**config.mk**
```make
export PLATFORM = sky130hd
export DESIGN_NAME = latched_input_sampler
export DESIGN_NICKNAME = d
export VERILOG_FILES = /design/src/rtl/lis_pkg.sv /design/src/rtl/lis_bit_slice.sv /design/src/rtl/lis_sel_err.sv /design/src/rtl/lis_src_switch.sv /design/src/rtl/latched_input_sampler.sv
export SDC_FILE = /design/constraint.sdc
export NUM_CORES = 1
export LEC_CHECK = 0
export ABC_AREA = 1
export ABC_CLOCK_PERIOD_IN_PS = 800
export BUFFER_PORTS_ARGS = -buffer_cell sky130_fd_sc_hd__buf_2
export CAP_MARGIN = 20
export CORE_MARGIN = 5
export CORE_UTILIZATION = 37
export CTS_CLUSTER_DIAMETER = 40
export CTS_CLUSTER_SIZE = 28
export DETAILED_ROUTE_END_ITERATION = 10
export GPL_ROUTABILITY_DRIVEN = 0
export PLACE_DENSITY = 0.8
export SLEW_MARGIN = 20
export SYNTH_ARGS = -nofsm -noshare
export SYNTH_HDL_FRONTEND = slang
export SYNTH_SLANG_ARGS = --single-unit
```
**constraint.sdc**
```tcl
create_clock -name clk -period 0.8 [get_ports clk]
set_input_delay 0.12 -clock clk [delete_from_list [all_inputs] [get_ports clk]]
set_output_delay 0.12 -clock clk [all_outputs]
set_load 0.05 [all_outputs]
```
**src/rtl/lis_pkg.sv**
```systemverilog
package lis_pkg;

    typedef enum logic {
        LATCH_CLR = 1'b0,
        LATCH_SET = 1'b1
    } latch_state_t;

    typedef enum logic {
        SRC_GROUND = 1'b0,
        SRC_RADIO  = 1'b1
    } src_state_t;

    // Low n bits set: marks which input positions of a slice are fitted.
    function automatic logic [31:0] fitted_mask(input int n);
        logic [31:0] m;
        m = '0;
        for (int i = 0; i < 32; i++) begin
            if (i < n) m[i] = 1'b1;
        end
        return m;
    endfunction

endpackage

```
**src/rtl/lis_bit_slice.sv**
```systemverilog
module lis_bit_slice
    import lis_pkg::*;
#(
    parameter int NUM_IN     = 7,
    parameter int POP_INPUTS = 7
) (
    input  logic              clk,
    input  logic              rst_n,
    input  logic              phase_en,
    input  logic              clr_hit,
    input  logic [NUM_IN-1:0] sel,
    input  logic [NUM_IN-1:0] din,
    output logic              q
);

    localparam logic [31:0]       MASK32 = fitted_mask(POP_INPUTS);
    localparam logic [NUM_IN-1:0] FITTED = MASK32[NUM_IN-1:0];

    logic [NUM_IN-1:0] term;
    logic              aoi_n;
    latch_state_t      state_r;
    latch_state_t      state_nx;

    // AND each fitted input with its strobe and the phase, OR, invert.
    always_comb begin
        term  = din & sel & FITTED & {NUM_IN{phase_en}};
        aoi_n = ~(|term);
    end

    always_ff @(posedge clk or negedge rst_n) begin
        if (!rst_n) state_r <= LATCH_CLR;
        else        state_r <= state_nx;
    end

    always_comb begin
        state_nx = state_r;
        unique case (state_r)
            LATCH_CLR: if (!clr_hit && !aoi_n) state_nx = LATCH_SET;
            LATCH_SET: if (clr_hit)            state_nx = LATCH_CLR;
            default:                           state_nx = LATCH_CLR;
        endcase
    end

    always_comb begin
        q = (state_r == LATCH_SET);
    end

endmodule

```
**src/rtl/lis_sel_err.sv**
```systemverilog
module lis_sel_err #(
    parameter int NUM_IN = 7
) (
    input  logic              clk,
    input  logic              rst_n,
    input  logic              phase_en,
    input  logic [NUM_IN-1:0] sel,
    output logic              err
);

    logic multi;

    always_comb begin
        multi = phase_en && ($countones(sel) > 1);
    end

    always_ff @(posedge clk or negedge rst_n) begin
        if (!rst_n) err <= 1'b0;
        else        err <= multi;
    end

endmodule

```
**src/rtl/lis_src_switch.sv**
```systemverilog
module lis_src_switch
    import lis_pkg::*;
(
    input  logic clk,
    input  logic rst_n,
    input  logic gnd_present,
    input  logic gnd_cmd,
    input  logic radio_cmd,
    output logic cmd_out,
    output logic on_radio
);

    src_state_t state_r;
    src_state_t state_nx;

    always_ff @(posedge clk or negedge rst_n) begin
        if (!rst_n) state_r <= SRC_GROUND;
        else        state_r <= state_nx;
    end

    always_comb begin
        state_nx = state_r;
        unique case (state_r)
            SRC_GROUND: if (!gnd_present) state_nx = SRC_RADIO;
            SRC_RADIO:  if (gnd_present)  state_nx = SRC_GROUND;
            default:                      state_nx = SRC_GROUND;
        endcase
    end

    always_comb begin
        unique case (state_r)
            SRC_RADIO: begin cmd_out = radio_cmd; on_radio = 1'b1; end
            default:   begin cmd_out = gnd_cmd;   on_radio = 1'b0; end
        endcase
    end

endmodule

```
**src/rtl/latched_input_sampler.sv**
```systemverilog
module latched_input_sampler #(
    parameter int WIDTH         = 14,
    parameter int NUM_IN        = 7,
    parameter int FULL_SLICES   = 12,
    parameter int SPARSE_INPUTS = 4
) (
    input  logic                     clk,
    input  logic                     rst_n,
    input  logic                     phase_en,
    input  logic                     addr_stb,
    input  logic                     clr_stb,
    input  logic [NUM_IN-1:0]        sel,
    input  logic [WIDTH*NUM_IN-1:0]  din,
    output logic [WIDTH-1:0]         q,
    output logic                     sel_err,
    input  logic                     gnd_present,
    input  logic                     gnd_cmd,
    input  logic                     radio_cmd,
    output logic                     cmd_out,
    output logic                     cmd_src_radio
);

    logic clr_hit;

    always_comb begin
        clr_hit = clr_stb & addr_stb;
    end

    for (genvar b = 0; b < WIDTH; b++) begin : g_bit
        if (b < FULL_SLICES) begin : g_full
            lis_bit_slice #(
                .NUM_IN     (NUM_IN),
                .POP_INPUTS (NUM_IN)
            ) u_slice (
                .clk      (clk),
                .rst_n    (rst_n),
                .phase_en (phase_en),
                .clr_hit  (clr_hit),
                .sel      (sel),
                .din      (din[b*NUM_IN +: NUM_IN]),
                .q        (q[b])
            );
        end else begin : g_sparse
            lis_bit_slice #(
                .NUM_IN     (NUM_IN),
                .POP_INPUTS (SPARSE_INPUTS)
            ) u_slice (
                .clk      (clk),
                .rst_n    (rst_n),
                .phase_en (phase_en),
                .clr_hit  (clr_hit),
                .sel      (sel),
                .din      (din[b*NUM_IN +: NUM_IN]),
                .q        (q[b])
            );
        end
    end

    lis_sel_err #(
        .NUM_IN (NUM_IN)
    ) u_err (
        .clk      (clk),
        .rst_n    (rst_n),
        .phase_en (phase_en),
        .sel      (sel),
        .err      (sel_err)
    );

    lis_src_switch u_src (
        .clk         (clk),
        .rst_n       (rst_n),
        .gnd_present (gnd_present),
        .gnd_cmd     (gnd_cmd),
        .radio_cmd   (radio_cmd),
        .cmd_out     (cmd_out),
        .on_radio    (cmd_src_radio)
    );

endmodule

```
## After elaboration in Yosys (flattened, before gate mapping)

Cells that the tools add are included.

| operators by class | value |
|---|---|
| order comparisons | 1 |
| reductions and logical operators | 30 |
| add/subtract/negate cells | 6 |
| multiplexer cells | 32 |
| bitwise logic cells | 43 |

Operators by type and width:

| operator | number |
|---|---|
| bitwise AND 7 bit | 24 |
| OR reduction 7 bit | 14 |
| adder 32 bit | 2 |
| > comparator 32 x 2 -> 1 bit (second input constant) | 1 |
| case mux 1 bit (2 select lines) | 14 |
| 2-to-1 mux 1 bit | 18 |
| logical AND 1 bit | 15 |
| bitwise AND 4 x 7 -> 7 bit | 2 |
| NOT 1 bit | 14 |
| bitwise AND 4 bit | 2 |
| adder 1 x 1 -> 2 bit | 3 |
| adder 2 x 1 -> 3 bit | 1 |
| bitwise AND 1 bit | 1 |
| zero test 1 bit | 1 |

| storage, ports and cells | value |
|---|---|
| output and inout port bits | 17 |
| word-level logic and storage cells | 128 |
| bits of input ports | 113 |
| bits in registers | 16 |

## Longest topological paths before layout

Gate-level depths: netlist of the first run.

| depth | value |
|---|---|
| depth in word-level cells | 6 |
| depth in mapped cells | 8 |
| mapped depth without buffers | 8 |

## Hierarchy

Synthesis of the first run repeated with hierarchy kept, for this count alone.

| second synthesis, totals | value |
|---|---|
| cell total of the unflattened synthesis | 289 |
| area total of the unflattened synthesis | 1,635.3 um^2 |

Modules (own cells, without submodules):

| module | instances | seq. area each (um^2) | cells each | area each (um^2) |
|---|---|---|---|---|
| lis_bit_slice (g_bit[0].g_full.u_slice ...) | 12 | 25.0 | 20 | 105.1 |
| lis_sel_err | 1 | 25.0 | 21 | 192.7 |
| lis_bit_slice (g_bit[12].g_sparse.u_slice ...) | 2 | 25.0 | 10 | 65.1 |
| lis_src_switch | 1 | 25.0 | 6 | 43.8 |
| latched_input_sampler | 1 | 0.0 | 2 | 7.5 |

## Worst setup path before layout of the first run

No wires, ideal clock.

| path | value |
|---|---|
| kind | input-to-reg |
| from | in sel[4] |
| to | reg u_err.err |
| path buffers | 0 |
| cell stages on the path | 8 |
| data arrival time | 1.477 ns |
| slack | -0.755 ns |
| library setup time | 0.077 ns |
| required time | 0.723 ns |
| cell sequence | fa_1 -> inv_1 -> fa_1 -> inv_1 -> ha_1 -> inv_1 -> ha_1 -> a21oi_1 |

| on the way | value |
|---|---|
| cells in the longest elaborated chain, start to end | 5 |

Ends and longest elaborated chain:

| what | line | text |
|---|---|---|
| start: declaration | latched_input_sampler.sv:12 | `input logic [NUM_IN-1:0] sel,` |
| adder 1 x 1 -> 2 bit (implied by the code) | lis_sel_err.sv:14 | `multi = phase_en && ($countones(sel) > 1);` |
| adder 2 x 1 -> 3 bit (implied by the code) | lis_sel_err.sv:14 |  |
| adder 32 bit (implied by the code) | lis_sel_err.sv:14 |  |
| > comparator 32 x 2 -> 1 bit | lis_sel_err.sv:14 |  |
| logical AND 1 bit | lis_sel_err.sv:14 |  |
| named net u_err.multi | lis_sel_err.sv:11 | `logic multi;` |
| end signal: assignment | lis_sel_err.sv:19 | `else err <= multi;` |
| end: declaration | lis_sel_err.sv:8 | `output logic err` |

The timed path passes the listed nets, and every way through them passes these cells.

## Final worst setup path of the first run

| path | value |
|---|---|
| from | in sel[5] |
| to | reg u_err.err |

Same word-level chain as after synthesis.

==> results_dict.tcl, run 1 <==
set metrics [dict create \
    endpoint "u_err.err" \
    areaGrowthSynthToFinish_pct 65.99 \
    drive_gt1_frac 0.4757 \
    vias 2222 \
    port_buffers 123 \
    numCtsBuffers 3 \
    yosysTopAreaCell "nand3_1" \
    max_freq_mhz 696.4 \
    ctsLongestPathBuffers 2 \
    dieArea_sq_um 6140 \
    cts_tree "yes" \
    ir_worst_vdd_mv 0.7645 \
    final.min_clock_period_ns 1.436 \
    grt_pass1_vias 2044 \
    cp_num_buf_inv 4 \
    ios 130 \
    die_h_um 78.36 \
    clock-sinks 16 \
    drtIter0Drc 68 \
    yosysSeqAreaShare 0.2315 \
    firstDrtPassIters 4 \
    crit_top_cell "inv_2" \
    rsz0062_at_grt "true" \
    final_nets 533 \
    power.leakage_nw 1.669 \
    cp_slowest_cell "fa_1" \
    synth_enable_flop_cells 0 \
    grt_pass1_wl_um 9370 \
    wl_per_cell_um 13.96 \
    ys.warnings.count 0 \
    grtUsageTotal 0.1881 \
    synth.area.top_cells "nand3_1, dfrtp_1, nand2_1, nor2_1, inv_1" \
    status "complete, but fails checks" \
    ys.flop_type "dfrtp_1" \
    cp-end-kind "flip-flop" \
    cp_data_required_time_ns 0.97 \
    synthDistinctLibCells 13 \
    antenna_left 0 \
    syn_area_sq_um 1729 \
    fin_ws_ns -0.6360 \
    syn_inst 286 \
    synth-seq-cells 16 \
    fin_crit_sh 1.795 \
    relSlewSlack 0.7563 \
    drc 0 \
    min_path_type "primary input to flip-flop" \
    synth_common_cells "nand3_1, nand2_1, nor2_1" \
    core_area_sq_um 4444 \
    crit_type "primary input to flip-flop" \
    p_per_area_nw_per_um2 1200 \
    holdWs_ns 0.2594 \
    setup_viol_count_final 22 \
    reg2reg_from "g_bit[10].g_full.u_slice.q" \
    grt_overflow_total 0 \
    wirelength_um 6479 \
    rr_worst_depth 5 \
    maxCapViolations 0 \
    failed_checks "negative setup slack" \
    drv_slew 0 \
    rows 24 \
    htree_num_levels 1 \
    regToRegSetupSlack_ns -0.03 \
    cts_root_buffer "clkbuf_8" \
    critical-path-top-delay-family "adder cells" \
    synth_top_area_share 0.2431 \
    dpl.hpwl_um 4658 \
    viasPerCell 4.789 \
    yosysMostFrequentCell "nand3_1" \
    hold_viol 0 \
    grt_max_degree 51 \
    antenna_found_initial 0 \
    cp-start-kind "primary input" \
    path_depth 9 \
    power_w 0.003444 \
    cts.clk_slew.worst_paths_ns 0.06 \
    critPathArrivalTime_ns 1.61 \
    crit_fanout 2 \
    start_util 0.3891 \
    avgSynthCellArea_sq_um 6.046 \
    dp_slack_ns -0.9062 \
    clk_latency_ns 0.24 \
    crit_path_cell_trace "buf_8, fa_2, inv_2, fa_1, inv_1, ha_2, inv_2, ha_4, a21oi_2" \
    cp_slowest_stage_delay_ns 0.40 \
    async_flop_share 1.000 \
    worst_slew_pin_slew_ns 0.3656 \
    die_x_um 78.36 \
    syn_nets 406 \
    cp-startpoint "sel[5]" \
    reg2reg_to "g_bit[10].g_full.u_slice.q" \
    fill_cells 389 \
    fin_skew_ns 0 \
    holdPathStages 5 \
    insertedDiodeCount 0 \
]
==> sequential cells by signal, indices dropped and copies added, names as in the netlist <==
name	flops
g_bit.g_full.u_slice.q	12
g_bit.g_sparse.u_slice.q	2
u_err.err	1
u_src.state_r	1
==> kinds of logic (layout without fill, tap and decap cells) <==
logic type	after synthesis	after routing	share of synthesized area
simple gates	193	193	0.4826
flops	16	16	0.2315
mux	1	1	0.006512
buf+inv	66	192	0.2070
compound gates	3	3	0.008681
fa+ha+maj	7	7	0.06368
==> layout make-up <==
type / instances / area [sq um] / share of cell area
sequential: 16 / 401.6 / 0.1399
timing repair buffer: 153 / 1094 / 0.3810
clock buffer: 4 / 55.05 / 0.01918
tap: 52 / 65.06 / 0.02267
multi-input combinational: 204 / 1121 / 0.3906
inverter: 35 / 133.9 / 0.04664
==> worst min path at each step <==
| stage | startpoint | to | slack [ns] |
|---|---|---|---|
| floorplan | rst_n | g_bit[0].g_full.u_slice.q | -0.18 |
| global placement | rst_n | g_bit[9].g_full.u_slice.q | 0.06 |
| detailed placement | rst_n | g_bit[9].g_full.u_slice.q | 0.06 |
| CTS | din[84] | g_bit[12].g_sparse.u_slice.q | 0.26 |
| global route | din[84] | g_bit[12].g_sparse.u_slice.q | 0.27 |
| finish | din[84] | g_bit[12].g_sparse.u_slice.q | 0.26 |
==> what timing repair did <==
item                                   4_1_cts  5_1_grt
setup endpoints to repair                   21       30
endpoints found under the hold margin       17        0
gates cloned                                 0        6
hold buffers                                 2        0
setup buffers                                2        6
pin swaps                                    3       11
resized for setup                           43       25
==> per-layer routing <==
| metal | vias to the layer above | GRT usage | routed length [um] |
|---|---|---|---|
| li1 | 1141 | - | - |
| met1 | 973 | 0.2396 | 2587 |
| met4 | 0 | 0.04720 | 89 |
| met5 | - | 0 | 0 |
| met3 | 8 | 0.03089 | 587 |
| met2 | 100 | 0.3313 | 3215 |
==> power by group <==
part / internal (W) / total, W / switching [W] / leakage [nW]
combinational: 0.000786 / 0.00178 / 0.000993 / 1.46
clock: 0.000436 / 0.000697 / 0.000262 / 0.0288
sequential: 0.000900 / 0.000967 / 0.0000676 / 0.177
==> through the flow <==
stage	TNS, ns	util	instance area (sq um)	instances
floorplan	-1.100	-	1881	286
global placement	-3.882	0.5431	2414	444
detailed placement	-4.201	0.5431	2414	444
CTS	-3.079	0.5949	2644	452
global route	-3.986	0.6458	2870	464
finish	-3.138	0.6458	2870	464
==> worst register-to-register path, stage by stage, from the launching register on <==
cell	delay, ns
dfrtp_1	0.40
buf_6	0.13
inv_2	0.04
nand3_2	0.06
nand2_1	0.07
inv_1	0.03
==> placed cells by master (no fill, tap or decap), types with 3 or more instances in the layout <==
master	synthesis	layout
buf_2	10	103
nand2_1	71	71
nand3_1	84	62
nor2_1	36	30
inv_1	35	28
buf_6	5	28
nand3_2	0	22
dfrtp_1	16	15
buf_4	16	13
inv_2	0	6
nor2_2	0	6
clkbuf_8	0	4
clkbuf_16	0	3
(Power assumes the default switching activity.)
==> inputs of run 2 (changes only) <==
- ABC_AREA: 1 -> default
- CORE_UTILIZATION: 37 -> 33
- PLACE_DENSITY: 0.8 -> 0.79
==> run 2 against run 1 <==
Against the previous run: the run still ends with negative setup slack left; fmax up 2.7%; critical path depth unchanged; power down 0.32%; synthesized cell count down 52%; critical path type unchanged; critical endpoint unchanged; largest power group unchanged.
==> results_dict.tcl, run 2 <==
set metrics [dict create \
    clk_latency_ns 0.24 \
    cp_data_required_time_ns 0.98 \
    crit_type "primary input to flip-flop" \
    pwr-share-comb 0.527 \
    final_common_cell "buf_2" \
    async_flop_share 1.000 \
    swShare 0.3832 \
    met3_usage 0.03694 \
    min_path_type "primary input to flip-flop" \
    yosysSeqAreaShare 0.2999 \
    antenna_found_initial 0 \
    p_clk_frac 0.184 \
    grt_pass1_wl_um 8852 \
    ys.warnings.count 0 \
    antenna_left 0 \
    critPathArrivalTime_ns 1.57 \
    synth.area.top_cells "dfrtp_1, a221oi_2, buf_4, a22o_1, a22oi_1" \
    postPlaceCellArea_sq_um 1942 \
    insertedDiodeCount 0 \
    final_nets 390 \
    max_freq_mhz 715.3 \
    crit_top_cell "inv_2" \
    syn_nets 257 \
    grtUsageTotal 0.2172 \
    crit_path_cell_trace "buf_8, fa_2, inv_2, fa_1, inv_1, ha_2, inv_2, ha_4, a21boi_1" \
    rsz0062_at_grt "true" \
    cp-start-kind "primary input" \
    relSlewSlack 0.7411 \
    cts.clk_slew.worst_paths_ns 0.07 \
    syn_area_sq_um 1335 \
    fin_ws_ns -0.5979 \
    crit_fanout 2 \
    synth_top_area_share 0.2999 \
    use_met2 0.4045 \
    hold_viol 0 \
    layout_common_cells "buf_2, buf_6, buf_4, dfrtp_1, a221oi_2" \
    power.leakage_nw 1.215 \
    drtIter0Drc 74 \
    cp_slowest_cell "fa_1" \
    die_h_um 73.61 \
    avgSynthCellArea_sq_um 9.745 \
    setup_viol_count_final 28 \
    power_w 0.003433 \
    dieArea_sq_um 5418 \
    power_switching_w 0.001315 \
    areaGrowthSynthToFinish_pct 85.29 \
    pwr-share-seq 0.289 \
    clock-sinks 16 \
    rows 23 \
    grt_max_degree 17 \
    synth_common_cells "dfrtp_1, buf_4" \
    drv_slew 0 \
    firstDrtPassIters 4 \
    wl_per_cell_um 18.88 \
    met1_usage 0.2607 \
    core_area_sq_um 3971 \
    fin_skew_ns 0 \
    worst_slew_pin_slew_ns 0.3883 \
    synth-seq-cells 16 \
    htree_num_levels 1 \
    viasPerCell 5.320 \
    wirelength_um 6024 \
    status "complete, but fails checks" \
    vias 1697 \
    grt-busiest-layer "met2" \
    die_x_um 73.61 \
    ys.flop_type "dfrtp_1" \
    port_buffers 123 \
    yosysMostFrequentCell "dfrtp_1" \
    drc 0 \
    largest_register_ff_count 12 \
    cts_tree "yes" \
    failed_checks "negative setup slack" \
    critical-path-top-delay-family "adder cells" \
    final.min_clock_period_ns 1.398 \
    dpl.hpwl_um 4149 \
    grt_pass1_vias 1803 \
    stdcell_area_sq_um 2474 \
    ios 130 \
    p_per_area_nw_per_um2 1388 \
    cp_slowest_stage_delay_ns 0.39 \
    ctsLongestPathBuffers 2 \
    cp_num_buf_inv 4 \
    internal_power_w 0.002117 \
    syn_inst 137 \
    cp-end-kind "flip-flop" \
    synth_enable_flop_cells 0 \
    maxCapViolations 0 \
    fin_crit_sh 1.747 \
    start_util 0.3362 \
    numCtsBuffers 3 \
    ir_worst_vdd_mv 0.7394 \
    cts_root_buffer "clkbuf_8" \
    yosysTopAreaCell "dfrtp_1" \
    grt_overflow_total 0 \
    drive_gt1_frac 0.6914 \
    synthDistinctLibCells 21 \
]
-- run 2: logic make-up (layout without fill, tap and decap cells) --
| group | count (synthesis) | after routing | synth area share |
|---|---|---|---|
| compound gates | 79 | 79 | 0.4555 |
| buf+inv | 30 | 162 | 0.1425 |
| flops | 16 | 16 | 0.2999 |
| fa+ha+maj | 7 | 7 | 0.08248 |
| simple gates | 4 | 4 | 0.01124 |
| mux | 1 | 1 | 0.008434 |
-- run 2: layer usage --
layer,part of all wire,wire length (um)
met5,0,0
met4,0.0091,55
met3,0.085,511
met2,0.51,3059
met1,0.40,2397
-- run 2: path summary, 6_finish.rpt --
| path | end | cells after the start | slack [ns] | from |
|---|---|---|---|---|
| worst max-delay path | u_err.err | 9 | -0.60 | sel[5] |
| worst min-delay path | g_bit[13].g_sparse.u_slice.q | 3 | 0.15 | din[94] |
| worst max register to register | g_bit[4].g_full.u_slice.q | 3 | -0.13 | g_bit[4].g_full.u_slice.q |
| worst min register to register | g_bit[12].g_sparse.u_slice.q | 2 | 0.53 | g_bit[12].g_sparse.u_slice.q |
| max in group asynchronous | u_src.state_r | 2 | 0.16 | rst_n |
| min in group asynchronous | u_src.state_r | 2 | 0.34 | rst_n |
-- run 2: per-stage QoR --
step	utilization	hold slack, ns	setup slack (ns)	setup TNS (ns)	instances
6_report	0.6229	0.1455	-0.5979	-3.859	319
5_1_grt	0.6229	0.1447	-0.6453	-4.994	319
4_1_cts	0.5945	0.1415	-0.6064	-3.563	313
3_5_place_dp	0.4890	0.06306	-0.9177	-5.640	296
3_3_place_gp	0.4890	0.05216	-0.8557	-5.345	296
2_1_floorplan	-	-0.1756	-0.7019	-1.026	137
-- run 2: layout make-up --
type / count / area [sq um]
Tap cell: 50 / 62.56
Fill cell: 332 / 1498
Timing Repair Buffer: 151 / 1067
Multi-Input combinational cell: 91 / 870.8
Inverter: 7 / 26.28
Sequential cell: 16 / 401.6
Clock buffer: 4 / 45.04
-- run 2: power by group through the flow --
| stage | combinational (W) | clock [W] | sequential [W] |
|---|---|---|---|
| after CTS | 0.00170 | 0.000652 | 0.000990 |
| after detailed placement | 0.00135 | 0 | 0.000988 |
| final | 0.00181 | 0.000632 | 0.000991 |
| after global placement | 0.00132 | 0 | 0.000982 |
| after floorplan | 0.000897 | 0 | 0.00102 |
| after global routing | 0.00193 | 0.000691 | 0.00100 |
-- run 2: worst reg2reg max path: stages (launching register included) --
cell	delay, ns
dfrtp_1	0.39
buf_4	0.14
o21ai_0	0.18
a31oi_1	0.09
-- run 2: repair_timing --
item,4_1_cts,5_1_grt
endpoints found under the setup margin,30,31
gates resized for setup,64,15
buffers inserted,10,6
hold buffers,2,0
cloned,1,0
pin swaps,12,9
endpoints found under the hold margin,17,0
==> inputs of run 3 (changes only) <==
- BUFFER_PORTS_ARGS: -buffer_cell sky130_fd_sc_hd__buf_2 -> -buffer_cell sky130_fd_sc_hd__clkbuf_2
==> run 3 against run 2 <==
Against the previous run: the flow still finishes with violations (negative setup slack); sequential share of layout area shrank 0.074 points; non-clock buffer count is the same; final cell count is the same; critical path depth is the same; highest routed layer unchanged; clock skew is the same; clock-buffer cell count is the same; critical path type unchanged; first-iteration DRC count grew 12%; critical endpoint unchanged; clock power shrank 2%; setup slack lost 0.026 ns; global-route usage shrank 0.56 points; cell area grew 0.46%.
==> results_dict.tcl, run 3 (synthesis results as in run 2) <==
set metrics [dict create \
    status "complete, but fails checks" \
    failed_checks "negative setup slack" \
    stdcell_area_sq_um 2485 \
    clk_latency_ns 0.24 \
    vias 1687 \
    final.min_clock_period_ns 1.424 \
    rr_worst_depth 3 \
    critPathArrivalTime_ns 1.59 \
    ctsLongestPathBuffers 2 \
    hold_viol 0 \
    power_w 0.003483 \
    port_buffers 123 \
    insertedDiodeCount 0 \
    relSlewSlack 0.7162 \
    reg2reg_from "g_bit[10].g_full.u_slice.q" \
    setup_viol_count_final 30 \
    min_to "g_bit[1].g_full.u_slice.q" \
    cp-start-kind "primary input" \
    maxCapViolations 0 \
    grt_max_degree 17 \
    cts.clk_slew.worst_paths_ns 0.06 \
    p_per_area_nw_per_um2 1402 \
    regToRegSetupSlack_ns -0.11 \
    antenna_left 0 \
    antenna_found_initial 0 \
    max_freq_mhz 702.4 \
    grt_pass1_vias 1790 \
    ir_worst_vdd_mv 0.7092 \
    reg2reg_to "g_bit[10].g_full.u_slice.q" \
    drv_slew 0 \
    die_h_um 73.61 \
    drc 0 \
    layout_common_cells "clkbuf_2, buf_4, buf_8, dfrtp_1, a221oi_2" \
    numCtsBuffers 3 \
    dpl.hpwl_um 4153 \
    cp-end-kind "flip-flop" \
    start_util 0.3362 \
    viasPerCell 5.288 \
    wirelength_um 5957 \
    power.leakage_nw 1.244 \
    final_common_cell "clkbuf_2" \
    fin_crit_sh 1.780 \
    fin_ws_ns -0.6236 \
    final_nets 390 \
    ios 130 \
    fin_skew_ns 0 \
    htree_num_levels 1 \
    dieArea_sq_um 5418 \
    cts_root_buffer "clkbuf_8" \
    rsz0062_at_grt "true" \
    crit_type "primary input to flip-flop" \
    wl_per_cell_um 18.67 \
    drtIter0Drc 83 \
    grt_pass1_wl_um 8583 \
    worst_slew_pin_slew_ns 0.4257 \
    clock-sinks 16 \
    dp_slack_ns -0.9110 \
    holdPathStages 3 \
    crit_fanout 2 \
    die_x_um 73.61 \
    drive_gt1_frac 0.6952 \
    largest_register_ff_count 12 \
    cts_tree "yes" \
    cp_data_required_time_ns 0.97 \
    firstDrtPassIters 4 \
    core_area_sq_um 3971 \
    min_path_type "primary input to flip-flop" \
    areaGrowthSynthToFinish_pct 86.13 \
    grtUsageTotal 0.2116 \
    grt_overflow_total 0 \
    postPlaceCellArea_sq_um 1942 \
    rows 23 \
    min-delay-start "din[13]" \
]
run 3: changes by cell type in the layout (fill, tap and decap cells not counted), sizes merged:
cell | before | now
clkbuf | 4 | 108
buf | 149 | 45
run 3: cell type report:
type / count / area, sq um
Fill cell: 338 / 1486
Timing Repair Buffer: 151 / 1107
Clock buffer: 4 / 45.04
Multi-Input combinational cell: 91 / 842.1
Inverter: 7 / 26.28
Sequential cell: 16 / 401.6
Tap cell: 50 / 62.56
run 3: critical path: stages:
cell	delay, ns
buf_8	0.10
fa_2	0.38
inv_2	0.06
fa_1	0.40
inv_1	0.07
ha_2	0.16
inv_2	0.04
ha_4	0.14
a21boi_1	0.12
run 3: timing repair:
item,in CTS,in global routing
endpoints found under the hold margin,17,0
buffers inserted,14,2
hold buffers,2,0
pin swaps,8,2
gates cloned,0,1
setup endpoints to repair,29,31
gates resized for setup,55,32
run 3: routing by layer:
metal  GRT usage  routed length, um
met1      0.2593               2284
met2      0.3809               3106
met3     0.03557                488
met4     0.05231                 78
met5           0                  0
run 3: worst max path at each step:
stage                     slack (ns)   start         to
final                          -0.62  sel[4]  u_err.err
after global routing           -0.66  sel[4]  u_err.err
after CTS                      -0.62  sel[4]  u_err.err
after detailed placement       -0.91  sel[6]  u_err.err
after global placement         -0.84  sel[6]  u_err.err
after floorplan                -0.70  sel[6]  u_err.err
run 3: stage by stage:
stage	std cells	hold slack [ns]	utilization	TNS (ns)
6_report	319	0.1631	0.6257	-4.061
3_5_place_dp	296	0.07510	0.4890	-5.513
4_1_cts	316	0.1404	0.5996	-3.972
5_1_grt	319	0.1574	0.6257	-5.297
3_3_place_gp	296	0.06473	0.4890	-5.178
2_1_floorplan	137	-0.1756	-	-1.026
run 3: power breakdown:
part | internal [W] | switching (W)
Combinational | 0.000910 | 0.000947
Sequential | 0.000912 | 0.0000936
Clock | 0.000352 | 0.000269
Total | 0.00217 | 0.00131
